### config.mk
export PLATFORM = sky130hd
export DESIGN_NAME = partial_word_merge
export DESIGN_NICKNAME = d
export VERILOG_FILES = /design/src/rtl/pwm_pkg.sv /design/src/rtl/pwm_lane_ctrl.sv /design/src/rtl/pwm_byte_shift.sv /design/src/rtl/pwm_byte_merge.sv /design/src/rtl/partial_word_merge.sv
export SDC_FILE = /design/constraint.sdc
export NUM_CORES = 1
export LEC_CHECK = 0
export ABC_CLOCK_PERIOD_IN_PS = 2100
export BUFFER_PORTS_ARGS = -buffer_cell sky130_fd_sc_hd__buf_4
export CAP_MARGIN = 20
export CORE_ASPECT_RATIO = 1.5
export CORE_MARGIN = 10
export CORE_UTILIZATION = 48
export DETAILED_ROUTE_END_ITERATION = 16
export PLACE_DENSITY = 0.81
export REMOVE_ABC_BUFFERS = 1
export SLEW_MARGIN = 20
export SYNTH_ARGS = -nofsm -noshare
export SYNTH_HDL_FRONTEND = slang
export SYNTH_SLANG_ARGS = --single-unit
### constraint.sdc
create_clock -name clk -period 2.1 [get_ports clk]
set_input_delay 0.105 -clock clk [delete_from_list [all_inputs] [get_ports clk]]
set_output_delay 0.105 -clock clk [all_outputs]
set_load 0.02 [all_outputs]
### src/rtl/pwm_pkg.sv
// Shared types for the partial-word merger.
// Assumes the operation code is two bits; bit 1 separates stores from loads.
package pwm_pkg;

    typedef enum logic [1:0] {
        OP_LOAD_LEFT   = 2'd0,
        OP_LOAD_RIGHT  = 2'd1,
        OP_STORE_LEFT  = 2'd2,
        OP_STORE_RIGHT = 2'd3
    } merge_op_e;

endpackage

### src/rtl/pwm_lane_ctrl.sv
// Decodes operation and byte offset into a per-lane keep mask, a byte shift
// amount and a shift direction. Purely combinational.
// Assumes NB is a power of two so that the offset spans all lanes.
module pwm_lane_ctrl #(
    parameter  int NB = 4,
    localparam int OW = $clog2(NB)
) (
    input  logic [1:0]    op,
    input  logic [OW-1:0] ofs,
    output logic [NB-1:0] keep,
    output logic [OW-1:0] shamt,
    output logic          shl,
    output logic          is_store
);
    import pwm_pkg::*;

    localparam logic [OW-1:0] TOP_LANE = OW'(NB - 1);

    merge_op_e op_e;
    int        ofs_i;

    assign op_e  = merge_op_e'(op);
    assign ofs_i = int'(ofs);

    // Choose shift amount and direction for the moving word.
    always_comb begin
        shamt    = ofs;
        shl      = 1'b1;
        is_store = 1'b0;
        case (op_e)
            OP_LOAD_LEFT:   begin shamt = TOP_LANE - ofs; shl = 1'b1; end
            OP_LOAD_RIGHT:  begin shamt = ofs;            shl = 1'b0; end
            OP_STORE_LEFT:  begin shamt = TOP_LANE - ofs; shl = 1'b0; is_store = 1'b1; end
            OP_STORE_RIGHT: begin shamt = ofs;            shl = 1'b1; is_store = 1'b1; end
            default:        begin shamt = ofs;            shl = 1'b1; end
        endcase
    end

    // One keep decision per byte lane.
    for (genvar j = 0; j < NB; j++) begin : g_lane
        assign keep[j] = (op_e == OP_LOAD_LEFT)  ? ((j + ofs_i) < (NB - 1)) :
                         (op_e == OP_LOAD_RIGHT) ? ((j + ofs_i) >= NB)      :
                         (op_e == OP_STORE_LEFT) ? (j > ofs_i)              :
                                                   (j < ofs_i);
    end

endmodule

### src/rtl/pwm_byte_shift.sv
// Shifts a word by a whole number of bytes, left or right, zero filling.
// Assumes the amount never exceeds NB-1 lanes.
module pwm_byte_shift #(
    parameter  int NB = 4,
    localparam int OW = $clog2(NB),
    localparam int W  = 8 * NB
) (
    input  logic [W-1:0]  din,
    input  logic [OW-1:0] amt,
    input  logic          shl,
    output logic [W-1:0]  dout
);
    logic [OW+2:0] bit_amt;

    assign bit_amt = {amt, 3'b000};

    // Byte-granular barrel shift in the requested direction.
    always_comb begin
        if (shl) dout = din << bit_amt;
        else     dout = din >> bit_amt;
    end

endmodule

### src/rtl/pwm_byte_merge.sv
// Per-lane select between the kept base word and the shifted word.
// Assumes shifted bytes in kept lanes are don't-care (they are zero anyway).
module pwm_byte_merge #(
    parameter  int NB = 4,
    localparam int W  = 8 * NB
) (
    input  logic [W-1:0]  base,
    input  logic [W-1:0]  moved,
    input  logic [NB-1:0] keep,
    output logic [W-1:0]  merged
);
    // Each lane picks its byte from the base or from the moved word.
    for (genvar j = 0; j < NB; j++) begin : g_lane
        assign merged[8*j +: 8] = keep[j] ? base[8*j +: 8] : moved[8*j +: 8];
    end

endmodule

### src/rtl/partial_word_merge.sv
// Merger for the left/right partial-word loads and stores of a little-endian
// core. Combinational decode, shift and merge, then one output register.
// Assumes the caller has already fetched the aligned word; the offset only
// steers the merge, so no alignment fault exists here.
module partial_word_merge #(
    parameter  int NB = 4,
    localparam int OW = $clog2(NB),
    localparam int W  = 8 * NB
) (
    input  logic          clk,
    input  logic          rst_n,
    input  logic          in_valid,
    input  logic [1:0]    in_op,
    input  logic [OW-1:0] in_ofs,
    input  logic [W-1:0]  in_mem,
    input  logic [W-1:0]  in_reg,
    output logic          out_valid,
    output logic [W-1:0]  out_word,
    output logic [NB-1:0] out_be
);
    logic [NB-1:0] keep;
    logic [OW-1:0] shamt;
    logic          shl;
    logic          is_store;
    logic [W-1:0]  base_w;
    logic [W-1:0]  src_w;
    logic [W-1:0]  moved_w;
    logic [W-1:0]  merged_w;
    logic [NB-1:0] be_w;

    pwm_lane_ctrl #(.NB(NB)) ctrl_i (
        .op       (in_op),
        .ofs      (in_ofs),
        .keep     (keep),
        .shamt    (shamt),
        .shl      (shl),
        .is_store (is_store)
    );

    // Loads keep register bytes and move memory; stores do the reverse.
    always_comb begin
        base_w = is_store ? in_mem : in_reg;
        src_w  = is_store ? in_reg : in_mem;
        be_w   = is_store ? ~keep  : '0;
    end

    pwm_byte_shift #(.NB(NB)) shift_i (
        .din  (src_w),
        .amt  (shamt),
        .shl  (shl),
        .dout (moved_w)
    );

    pwm_byte_merge #(.NB(NB)) merge_i (
        .base   (base_w),
        .moved  (moved_w),
        .keep   (keep),
        .merged (merged_w)
    );

    // Output register: capture on a valid request, hold otherwise.
    always_ff @(posedge clk) begin
        if (!rst_n) begin
            out_valid <= 1'b0;
            out_word  <= '0;
            out_be    <= '0;
        end else begin
            out_valid <= in_valid;
            if (in_valid) begin
                out_word <= merged_w;
                out_be   <= be_w;
            end
        end
    end

endmodule

Word-level counts from Yosys, hierarchy flattened
Index checks and enable logic that the tools add are counted.
Widths: inputs -> output; s select.

word-level totals
  bits in registers = 37
  output and inout bits = 37
  bits of input ports = 71
  logic and storage cells = 58

cells by class
  muxes and demuxes = 23
  bitwise gates (word level) = 1
  $add $sub $neg = 4
  eq/ne operators = 3
  shift operators = 2
  magnitude comparators = 16
  reduce and logical (&&, ||, !) cells = 6

operator list
  operator             count
  $ge 32x4->1 const B  3
  $lt 32x3->1 const B  3
  $mux 32              3
  $mux 8               4
  $shl 32x5->32        1
  $shr 32x5->32        1
  $mux 1               13
  $reduce_or 2->1      5
  $add 2x2->3 const A  2
  $eq 2x2->1 const B   2
  $gt 1x2->1 const A   2
  $gt 2x2->1 const A   2
  $lt 1x2->1 const A   2
  $lt 2x2->1 const A   2
  $mux 4               1
  $not 4->4            1
  $pmux 2 s2           1
  $add 1x2->3 const A  1
  $ge 2x3->1 const B   1
  $eq 2x1->1 const B   1
  $logic_not 2->1      1
  $lt 2x2->1 const B   1
  $pmux 1 s2           1
  $sub 2x2->2 const A  1

Logic depth before layout (Yosys ltp)
Gate-level depths: netlist (run 1).

  word-level depth = 7
  gate-level depth with buffers = 9
  gate-level depth less buffers = 7

Modules after synthesis
A second synthesis (run 1) with hierarchy kept.

second synthesis, totals
  cell total of the unflattened synthesis = 393
  area, all modules = 3921.3 sq um

modules (own cells, without submodules)
  module              cells an instance  area each (sq um)  seq. area each (sq um)  instances
  partial_word_merge  195                2240.9             740.7                   1
  pwm_byte_shift      132                942.2              0.0                     1
  pwm_byte_merge      36                 525.5              0.0                     1
  pwm_lane_ctrl       30                 212.7              0.0                     1

Worst setup path before layout (run 1)
No wires, ideal clock.

  path type = input-to-reg
  from = input port in_op[0]
  to = register out_word[31]
  path slack = 0.151 ns
  stages = 8
  data required time = 1.983 ns
  arrival time = 1.832 ns
  library setup time = 0.117 ns
  buffers on the path = 2
  path through = ha_1 -> buf_6 -> nor2_4 -> buf_4 -> mux2i_1 -> mux2i_1 -> a211o_1 -> a22o_1

between the ends
  word-level cells in the longest chain between the ends = 7
  elaborated cells on any way between the ends = 21
  classes of those cells = 3 x eq/ne; 2 x shift; 10 x mux; 6 x reduce/logical

ends and longest elaborated chain
  what                                                   RTL line                                    text
  from (decl)                                            partial_word_merge.sv:13                    input logic [1:0] in_op,
  $eq 2x2->1 (on tied branches)                          pwm_lane_ctrl.sv:30, pwm_lane_ctrl.sv:43
  $reduce_or 2->1 (no source line)                       n/a
  $mux 1                                                 pwm_lane_ctrl.sv:30                         case (op_e)
  $mux 32                                                partial_word_merge.sv:43                    src_w = is_store ? in_reg : in_mem;
  $shr 32x5->32 / $shl 32x5->32 (equally long branches)  pwm_byte_shift.sv:20, pwm_byte_shift.sv:19
  $mux 32                                                pwm_byte_shift.sv:19                        if (shl) dout = din << bit_amt;
  $mux 8 (*)                                             pwm_byte_merge.sv:14                        assign merged[8*j +: 8] = keep[j] ? base[8*j +: 8] : moved[8*j +: 8];
  to (signal assigned)                                   partial_word_merge.sv:70                    out_word <= merged_w;
  to (decl)                                              partial_word_merge.sv:18                    output logic [W-1:0] out_word,

Mark *: on every way between the ends. The rest lies on a longest branch, timed or not.
A chain may end at the register's enable or synchronous reset.

Worst setup path after layout (run 1)
  from = input port in_op[0]
  to = register out_word[6]

Same word-level chain as after synthesis.

==> out/metrics.csv, run 1 <==
stage;metric;value;unit
global_route;initial antenna violation count;0;
critical_path;critical path peak fanout;11;
critical_path;data required time of the critical path;2290;ps
yosys;synthesized cell area;3590;sq um
critical_path;RR Startpoint;out_word[11]$_SDFFE_PN0P_;
critical_path;R2R Setup Slk;1000;ps
floorplan;Initial Util;0.494;
clock_tree;Skew-Pair Late Insertion Delay;290;ps
clock_tree;Reg clk slew, reported paths;80;ps
clock_tree;clk sinks;37;
clock_tree;PostCTS Resize Cnt;0;
yosys;FF+latch count, synth;37;
yosys;distinct cell type count after synthesis;56;
yosys;Compound-Gate Fraction of Synth Area;0.334;
place;Port Buffer Count;107;
sta;Worst Clk Skew;0;ps
yosys;Adder-Cell Fraction of Synth Area;0.0174;
global_route;Congestion Overflow GR;0;
critical_path;WP data arrival;2150;ps
worst_hold_path;worst hold path depth;3;
sta;Final setup viols;0;
yosys;Avg Synthesized Cell Area;7.72;sq um
critical_path;CP Capture Type;flip-flop;
clock_tree;clock root cell;clkbuf_8;
floorplan;core area;7270;sq um
yosys;EDFF count, synth;0;
place;RD Place Congestion;0.942;
sta;final hold slack;178;ps
critical_path;Setup CP Type;in2reg;
clock_tree;H-tree depth;2;
final_layout;final core occ;0.684;
status;status;finished, final reports clean;
sta;Hold Fails Final Rpt;0;
clock_tree;CTS Hold Bufs;0;
yosys;Synth Area in Simple Gates;0.211;
clock_tree;CTS tree;done;
critical_path;R2R Path End;out_word[11]$_SDFFE_PN0P_;
yosys;async set or reset register ratio after synthesis;0;
yosys;register area share after synthesis;0.206;
final_layout;Area growth, synth to finish;38.5;%
floorplan;die width;90.6;microns
yosys;Synth Flop Type;dfxtp_1;
clock_tree;Longest Clk Path Bufs;2;
yosys;Yosys warnings;0;
yosys;Synth Instances;465;
floorplan;IO Pins;108;
sta;Final Max Slew Viols;0;
power_and_ir_drop;pwr/cell area;554;nW/um^2
floorplan;Die Area;11400;sq um
yosys;post-synthesis xor/xnor area fraction;0;
drt;post-DR wirelength/cell;21.2;microns
final_layout;nets;681;
drt;ANT nets after route;0;
place;dpl cells;698;
yosys;largest family of logic cells by synthesized area;compound AO/OA/AOI/OAI gates;
global_route;global-route wire length before repair;23.5;mm
final_layout;most common cell after layout, fill and taps aside;buf_4;
critical_path;Worst Setup Start Kind;primary input;
global_route;vias in the first global route;4639;
drt;router iterations before antenna repair;5;
floorplan;Rows;38;
job;max-cap violations;0;
final_layout;Cell Count, Final, Fillers Out;705;
drt;DRC;0;
drt;initial DRC count;354;
clock_tree;CTS Buf Count;5;
power_and_ir_drop;P_leak;0.00226;uW
drt;Vias;4492;
floorplan;Chip Height;126;microns
sta;crit path time final;1960;ps
power_and_ir_drop;Peak VDD IR;0.434;mV
sta;achievable frequency;509;MHz
worst_hold_path;worst min path class;in2reg;
worst_hold_path;worst hold start;in_reg[10];
global_route;largest net degree at the start of global routing;32;
critical_path;reg2reg path depth;2;
drt;final wirelength;14.9;mm
yosys;multiplexer share of the synthesized area;0.156;
sta;Worst-Margin Slew;897;ps
clock_tree;Post-CTS Setup Bufs;0;
sta;RSZ-0062 raised after global routing;false;
sta;final period utilization;0.935;
place;post-DP HPWL;11.1;mm
final_layout;most frequent cells in the layout;169 x buf_4, 74 x nand2_1, 49 x mux2i_1;
final_layout;layout cell share with drive strength beyond 1;0.332;
worst_hold_path;Hold EP;out_word[10]$_SDFFE_PN0P_;
global_route;Total GRT Usage;0.246;
final_layout;n_diodes;0;
drt;vias per inst;6.37;
sta;relative slew slack;0.397;
[flip-flops by register name (all words and copies together), names as in the netlist]
register and cells:
out_be 4, out_valid 1, out_word 32
[power breakdown]
| group | leakage (uW) | switching [uW] | internal [uW] | total [uW] |
|---|---|---|---|---|
| combinational | 0.00190 | 709 | 599 | 1310 |
| clock | 0.0000540 | 282 | 346 | 628 |
| sequential | 0.000305 | 49.6 | 767 | 817 |
| total | 0.00226 | 1040 | 1710 | 2750 |
[how the worst max path moves through the flow]
stage / startpoint / to / slack, ps
5_1_grt: in_op[0] / out_word[10]$_SDFFE_PN0P_ / 9
3_3_place_gp: in_op[0] / out_word[6]$_SDFFE_PN0P_ / -180
4_1_cts: in_op[0] / out_word[6]$_SDFFE_PN0P_ / 140
2_1_floorplan: in_op[0] / out_word[7]$_SDFFE_PN0P_ / -460
3_5_place_dp: in_op[0] / out_word[6]$_SDFFE_PN0P_ / -160
6_report: in_op[0] / out_word[6]$_SDFFE_PN0P_ / 140
[cell usage after synthesis, drive strengths merged, types with 4 or more instances]
master    n  share of area
nand3     8          0.011
a21oi    14          0.020
a21boi    5          0.010
o32ai     9          0.022
buf      21          0.044
a211o     7          0.017
nor2b    11          0.020
dfxtp    37           0.21
a31oi    14          0.024
nand2b    4         0.0070
a2111oi   6          0.015
or2       9          0.016
o21a      6          0.015
nor2     34          0.044
a211oi   12          0.025
a41o      4          0.011
o21ai    28          0.039
and2      6          0.010
mux2i    51           0.15
a221oi   15          0.037
o2bb2ai   5          0.012
clkbuf   21          0.022
inv       8         0.0084
a32o      9          0.025
nor3     12          0.020
ha        5          0.017
nand2    74          0.077
o41a      6          0.019
a41oi     5          0.012
[metrics by stage]
step	TNS, ps	area, sq um	setup slack, ps	power [uW]
after CTS	0	4970	142	2740
final	0	4970	137	2750
after detailed placement	-1520	4870	-158	2120
after floorplan	-6730	3360	-459	1480
after global routing	0	4970	8.89	2860
after global placement	-1030	4870	-181	2090
[layer usage]
| layer | part of all wire | track usage | up-vias |
|---|---|---|---|
| met1 | 0.37 | 0.255 | 2108 |
| met5 | 0 | 0 | - |
| met2 | 0.51 | 0.442 | 277 |
| met4 | 0.050 | 0.144 | 0 |
| li1 | - | - | 2032 |
| met3 | 0.076 | 0.0541 | 75 |
[critical path, cell delays in order]
cell	delay, ps
buf_4	120
ha_1	340
nor2_4	270
buf_12	170
mux2i_1	350
mux2i_1	160
a311o_1	370
a32o_1	250
[cell type report]
| cell class | count | area [sq um] |
|---|---|---|
| clock buffer | 5 | 68.8 |
| clock inverter | 2 | 35.0 |
| tap | 100 | 125 |
| sequential | 37 | 741 |
| timing repair buffer | 175 | 1390 |
| fill | 656 | 2300 |
| inverter | 9 | 33.8 |
| multi-input combinational | 377 | 2580 |
[cell families (layout without fill, tap and decap cells)]
family                     count (synthesis)  in the layout
AOI/OAI and AO/OA                        158            158
adders and majority gates                  5              5
buffers and inverters                     51            191
DFF                                       37             37
muxes                                     53             53
and+or+nand+nor                          161            161
(Power assumes the default switching activity.)
==> inputs of run 2 (changes only) <==
CORE_UTILIZATION = 49   (was 48)
SYNTH_HIERARCHICAL = 1   (was unset)
==> run 2 against run 1 <==
Highest routed layer unchanged; total power grew 14%; critical path depth grew 4; cell area grew 1.9%; non-clock buffer count shrank 35; setup slack lost 41 ps; clock-buffer cell count grew 2; wire length shrank 21%; critical path type unchanged.
==> out/metrics.csv, run 2 <==
stage;metric;value;unit;change
sta;crit path time final;2000;ps;+40.6 ps
sta;Final setup viols;0;;unchanged
job;max-cap violations;0;;unchanged
clock_tree;Longest Clk Path Bufs;2;;unchanged
final_layout;Multi-input gate area;2920;sq um;+13%
global_route;largest net degree at the start of global routing;42;;+31%
sta;final hold slack;262;ps;+83.6 ps
yosys;async set or reset register ratio after synthesis;0;;unchanged
yosys;Yosys warnings;6;;+6
drt;initial DRC count;353;;-0.28%
place;pre-CTS setup slack;-303;ps;-145 ps
power_and_ir_drop;Peak VDD IR;0.390;mV;-10%
yosys;synth top area cells;dfxtp_1 19%, mux2_4 18%, mux2_2 14%, mux2i_1 12%, nor2b_1 7.0%;;
drt;final wirelength;11.8;mm;-21%
sta;RSZ-0062 raised after global routing;false;;
sta;Worst Clk Skew;0;ps;unchanged
final_layout;Largest register FFs;32;;unchanged
final_layout;most frequent cells in the layout;136 x buf_4, 48 x mux2_4, 48 x mux2_2, 48 x mux2i_1, 44 x nor2b_1;;
floorplan;Rows;39;;+2.6%
floorplan;Chip Height;130;microns;+2.9%
clock_tree;Post-CTS Setup Bufs;0;;unchanged
clock_tree;Reg clk slew, reported paths;60;ps;-20 ps
place;RD Place Congestion;0.879;;-6.8%
critical_path;buffers and inverters on the worst path;3;;+1
yosys;register area share after synthesis;0.189;;-0.0174
floorplan;IO Pins;108;;unchanged
critical_path;Worst path most repeated cell;mux2_4;;
drt;router iterations before antenna repair;5;;unchanged
sta;Worst-Margin Slew;646;ps;-251 ps
drt;post-DR wirelength/cell;19.4;microns;-8.5%
final_layout;Layout fillers;647;;-1.4%
yosys;Synth Instances;393;;-15%
sta;Final Max Slew Viols;0;;unchanged
power_and_ir_drop;P_leak;0.00233;uW;+3.3%
sta;achievable frequency;499;MHz;-2.0%
global_route;Congestion Overflow GR;0;;unchanged
yosys;FF+latch count, synth;37;;unchanged
floorplan;die width;93.0;microns;+2.7%
drt;DRC;0;;unchanged
final_layout;layout cell share with drive strength beyond 1;0.507;;+0.175
final_layout;most common cell after layout, fill and taps aside;buf_4;;
sta;fin worst setup slack;96.2;ps;-40.6 ps
power_and_ir_drop;Power, Total;3150;uW;+14%
clock_tree;CTS Buf Count;5;;unchanged
power_and_ir_drop;pwr/cell area;621;nW/um^2;+12%
yosys;area leader, netlist;dfxtp_1;;
drt;vias per inst;5.89;;-7.5%
status;status;finished, final reports clean;;
sta;final period utilization;0.954;;+0.0193
clock_tree;clock root cell;clkbuf_16;;
critical_path;R2R Setup Slk;1440;ps;+440 ps
floorplan;Die Area;12100;sq um;+5.6%
final_layout;Largest regs;out_word (32), out_be (4), out_valid (1);;
drt;Vias;3588;;-20%
yosys;Synth Flop Type;dfxtp_1;;
global_route;global-route wire length before repair;18.7;mm;-20%
critical_path;worst-path cell chain;buf_4 -> inv_1 -> ha_1 -> or2_4 -> buf_12 -> mux2_4 -> and2b_1 -> a221oi_1 -> o21ai_1 -> mux2_4 -> mux2i_1 -> nor2b_1;;
yosys;EDFF count, synth;0;;unchanged
critical_path;critical path peak fanout;21;;+10
clock_tree;H-tree depth;2;;unchanged
final_layout;largest reg by FF count;out_word;;
clock_tree;CTS Hold Bufs;0;;unchanged
critical_path;WP data arrival;2190;ps;+40 ps
place;post-DP HPWL;8.72;mm;-22%
yosys;most frequent cells after synthesis;48 x mux2_2, 48 x mux2_4, 48 x mux2i_1;;
yosys;synthesized cell area;3920;sq um;+9.2%
critical_path;Setup CP Type;in2reg;;
worst_hold_path;worst min path class;in2reg;;
critical_path;delay-heaviest family, CP;multiplexers;;
clock_tree;clk sinks;37;;unchanged
critical_path;CP max stage delay;310;ps;-60 ps
yosys;share of the synthesized area in the top cell type;0.189;;-0.0174
sta;relative slew slack;0.569;;+0.172
global_route;initial antenna violation count;0;;unchanged
final_layout;register area;741;sq um;unchanged
place;Port Buffer Count;107;;unchanged
critical_path;CP Capture Type;flip-flop;;
sta;Hold Fails Final Rpt;0;;unchanged
floorplan;core area;7710;sq um;+6.0%
global_route;vias in the first global route;3753;;-19%
final_layout;nets;581;;-15%
global_route;Total GRT Usage;0.192;;-0.0539
clock_tree;CTS tree;done;;
floorplan;Initial Util;0.509;;+0.0150
clock_tree;Skew-Pair Late Insertion Delay;290;ps;about the same
critical_path;Crit-path slowest cell;mux2_4;;
drt;ANT nets after route;0;;unchanged
final_layout;Area growth, synth to finish;29.2;%;
critical_path;data required time of the critical path;2290;ps;about the same
yosys;Avg Synthesized Cell Area;9.98;sq um;+29%
critical_path;Worst Setup Start Kind;primary input;;
final_layout;n_diodes;0;;unchanged
yosys;distinct cell type count after synthesis;38;;-32%
-- run 2: cell count changes after synthesis, moves of 11 or more --
cell / before / now
nor2_1: 31 / 2
mux2_2: 1 / 48
clkbuf_1: 21 / 4
o21ai_0: 27 / 11
a211oi_1: 12 / 0
nor2b_1: 10 / 44
mux2_4: 1 / 48
nand2_1: 74 / 10
a22oi_1: 2 / 24
o22ai_1: 0 / 20
a31oi_1: 14 / 0
nor3_1: 11 / 0
a221oi_1: 15 / 2
-- run 2: stage by stage --
step | instance area, sq um | cells | utilization | setup TNS [ps]
final | 5070 | 609 | 0.657 | 0
after global routing | 5070 | 609 | 0.657 | 0
after CTS | 5060 | 609 | 0.656 | 0
after detailed placement | 4880 | 601 | 0.633 | -6350
after global placement | 4880 | 601 | 0.633 | -4720
after floorplan | 3650 | 359 | - | -36630
-- run 2: worst paths after layout --
kind                                    end  cells after the start                      start
hold / removal    out_word[29]$_SDFFE_PN0P_                      2                      rst_n
setup reg to reg  out_word[16]$_SDFFE_PN0P_                      2  out_word[16]$_SDFFE_PN0P_
hold reg to reg      out_be[3]$_SDFFE_PN0P_                      2     out_be[3]$_SDFFE_PN0P_
setup / recovery  out_word[17]$_SDFFE_PN0P_                     12                   in_op[0]
-- run 2: cells by family after synthesis --
group | count (synthesis) | synth area share
XOR/XNOR | 2 | 0.00447
adder cells (fa/ha/maj) | 4 | 0.0128
AO/OA/AOI/OAI | 85 | 0.144
AND/OR/NAND/NOR | 80 | 0.131
buffers and inverters | 41 | 0.0750
multiplexers | 144 | 0.444
flip-flops | 37 | 0.189
-- run 2: worst register-to-register path, stage by stage, from the launching register on --
cell and delay (ps):
dfxtp_1 380, mux2i_1 90, nor2b_1 120
-- run 2: repair_timing --
| action | in CTS | in global routing |
|---|---|---|
| endpoints found under the setup margin | 0 | 21 |
| hold endpoints to repair | 0 | 0 |
| resized for setup | 0 | 4 |
-- run 2: where the power goes --
part           switching [uW]  internal [uW]  leakage, uW  total (uW)
Combinational             670            769      0.00195        1440
Sequential               34.4            767     0.000304         801
Clock                     312            594    0.0000841         906
-- run 2: layout make-up --
cell class / count / area share
flip-flops and latches: 37 / 0.146
repair buffers: 140 / 0.214
inverters: 7 / 0.00519
multi-input cells: 315 / 0.575
well taps: 102 / 0.0252
clock inverters: 1 / 0.00593
clock buffers: 7 / 0.0282
-- run 2: routing by layer --
layer	track usage	wire, microns	part of all wire
met3	0.0468	830	0.070
met1	0.202	4420	0.38
met5	0	0	0
met2	0.348	6170	0.52
met4	0.0929	367	0.031
==> inputs of run 3 (changes only) <==
ABC_CLOCK_PERIOD_IN_PS = 1890   (was 2100)
CORE_UTILIZATION = 54   (was 49)
PLACE_DENSITY = 0.85   (was 0.81)
clock period = 1.89 ns   (was 2.1 ns; I/O delays follow)
==> run 3 against run 2 <==
The flow now finishes with violations (negative setup slack); critical path depth unchanged; register-to-register slack worse by 250 ps; utilization up 11 points; wire length up 22%; critical endpoint unchanged.
==> out/metrics.csv, run 3 (synthesis gave the netlist of run 2 again) <==
stage;metric;value;unit;change
sta;achievable frequency;495;MHz;
clock_tree;CTS Hold Bufs;0;;unchanged
global_route;vias in the first global route;4079;;+8.7%
sta;Worst Clk Skew;0;ps;unchanged
critical_path;data required time of the critical path;2100;ps;-190 ps
floorplan;Rows;38;;-2.6%
floorplan;core area;7130;sq um;-7.5%
critical_path;critical path peak fanout;7;;-67%
clock_tree;clk sinks;37;;unchanged
final_layout;most frequent cells in the layout;160 x buf_4, 51 x mux2_4, 47 x mux2i_1;;
sta;crit path time final;2020;ps;
worst_hold_path;worst min path class;in2reg;;
place;RD Place Congestion;0.888;;+1.1%
drt;post-DR wirelength/cell;23.4;microns;+21%
global_route;Congestion Overflow GR;0;;unchanged
global_route;global-route wire length before repair;20.6;mm;+10%
clock_tree;H-tree depth;2;;unchanged
final_layout;most common cell after layout, fill and taps aside;buf_4;;
critical_path;Setup CP Type;in2reg;;
sta;setup_tns;-524;ps;-524 ps
final_layout;final core occ;0.766;;+0.109
global_route;largest net degree at the start of global routing;42;;unchanged
global_route;initial antenna violation count;0;;unchanged
place;pre-CTS setup slack;-547;ps;-244 ps
final_layout;nets;609;;+4.8%
sta;relative slew slack;0.570;;about the same
final_layout;Largest register FFs;32;;unchanged
critical_path;WP data arrival;2230;ps;+40 ps
power_and_ir_drop;Peak VDD IR;0.364;mV;-6.6%
power_and_ir_drop;P_leak;0.00252;uW;+7.9%
place;post-DP HPWL;9.07;mm;+4.0%
sta;fin worst setup slack;-131;ps;-227 ps
sta;Worst-Margin Slew;646;ps;-0.494 ps
drt;initial DRC count;456;;+29%
floorplan;Initial Util;0.550;;+0.0412
floorplan;Die Area;11100;sq um;-7.6%
sta;final hold slack;242;ps;-19.4 ps
drt;vias per inst;6.46;;+9.6%
critical_path;Worst Setup Start Kind;primary input;;
drt;router iterations before antenna repair;5;;unchanged
drt;ANT nets after route;0;;unchanged
floorplan;die width;89.6;microns;-3.7%
final_layout;Largest regs;out_word (32), out_be (4), out_valid (1);;
final_layout;layout cell share with drive strength beyond 1;0.596;;+0.0894
floorplan;IO Pins;108;;unchanged
sta;RSZ-0062 raised after global routing;true;;
sta;final period utilization;1.07;;
job;max-cap violations;0;;unchanged
clock_tree;CTS tree;done;;
floorplan;Chip Height;124;microns;-4.0%
place;Port Buffer Count;107;;unchanged
sta;Final setup viols;9;;+9
global_route;Total GRT Usage;0.229;;+0.0372
drt;DRC;0;;unchanged
final_layout;n_diodes;0;;unchanged
drt;Vias;3971;;+11%
clock_tree;Reg clk slew, reported paths;80;ps;+20 ps
status;failing checks;negative setup slack;;
drt;final wirelength;14.4;mm;+22%
clock_tree;Longest Clk Path Bufs;2;;unchanged
power_and_ir_drop;pwr/cell area;647;nW/um^2;+4.3%
clock_tree;clock root cell;clkbuf_8;;
status;status;finished, violations left;;
final_layout;Area growth, synth to finish;39.4;%;
clock_tree;Skew-Pair Late Insertion Delay;310;ps;+20 ps
sta;Final Max Slew Viols;0;;unchanged
final_layout;largest reg by FF count;out_word;;
critical_path;CP Capture Type;flip-flop;;
clock_tree;CTS Buf Count;5;;unchanged
sta;Hold Fails Final Rpt;0;;unchanged
-- run 3: final timing paths --
check / from / to / slack (ps) / cells past startpoint
worst min register to register: out_be[0]$_SDFFE_PN0P_ / out_be[0]$_SDFFE_PN0P_ / 480 / 2
worst max register to register: out_word[18]$_SDFFE_PN0P_ / out_word[18]$_SDFFE_PN0P_ / 1190 / 2
worst max-delay path: in_op[0] / out_word[17]$_SDFFE_PN0P_ / -130 / 12
worst min-delay path: rst_n / out_word[29]$_SDFFE_PN0P_ / 240 / 2
-- run 3: power by group --
part	switching [uW]	leakage [uW]	internal, uW	total (uW)
logic	908	0.00216	991	1900
clock network	317	0.0000585	431	748
registers	39.6	0.000304	851	890
-- run 3: per-layer routing --
layer / up-vias / global-route usage / wire length, microns
li1: 1738 / - / -
met1: 1870 / 0.243 / 4970
met2: 274 / 0.391 / 7190
met3: 89 / 0.0524 / 1390
met4: 0 / 0.138 / 824
met5: - / 0 / 0
-- run 3: worst max-delay path, stage by stage --
cell and delay (ps):
buf_8 90, inv_4 40, ha_4 150, or2_4 290, buf_12 150, mux2_4 300, and2b_2 240, a221oi_4 210
o21ai_2 130, mux2_4 320, mux2i_1 140, nor2b_1 60
-- run 3: stage by stage --
stage	std cells	instance area, sq um	power (uW)
6_report	615	5470	3540
5_1_grt	615	5470	3660
4_1_cts	614	5290	3360
3_5_place_dp	597	4980	2530
2_1_floorplan	359	3650	1920
3_3_place_gp	597	4980	2480
-- run 3: area by class of cell --
cell class,instances,area (sq um)
Tap cell,80,100
Inverter,7,28.8
Clock buffer,7,86.3
Sequential cell,37,741
Clock inverter,1,30.0
Multi-Input combinational cell,315,3120
Fill cell,446,1670
Timing Repair Buffer,168,1360
-- run 3: repair_timing --
item / CTS / global route
pin swaps: 6 / 18
buffers inserted: 8 / 1
setup endpoints to repair: 28 / 28
cloned: 1 / 0
gates resized for setup: 25 / 43
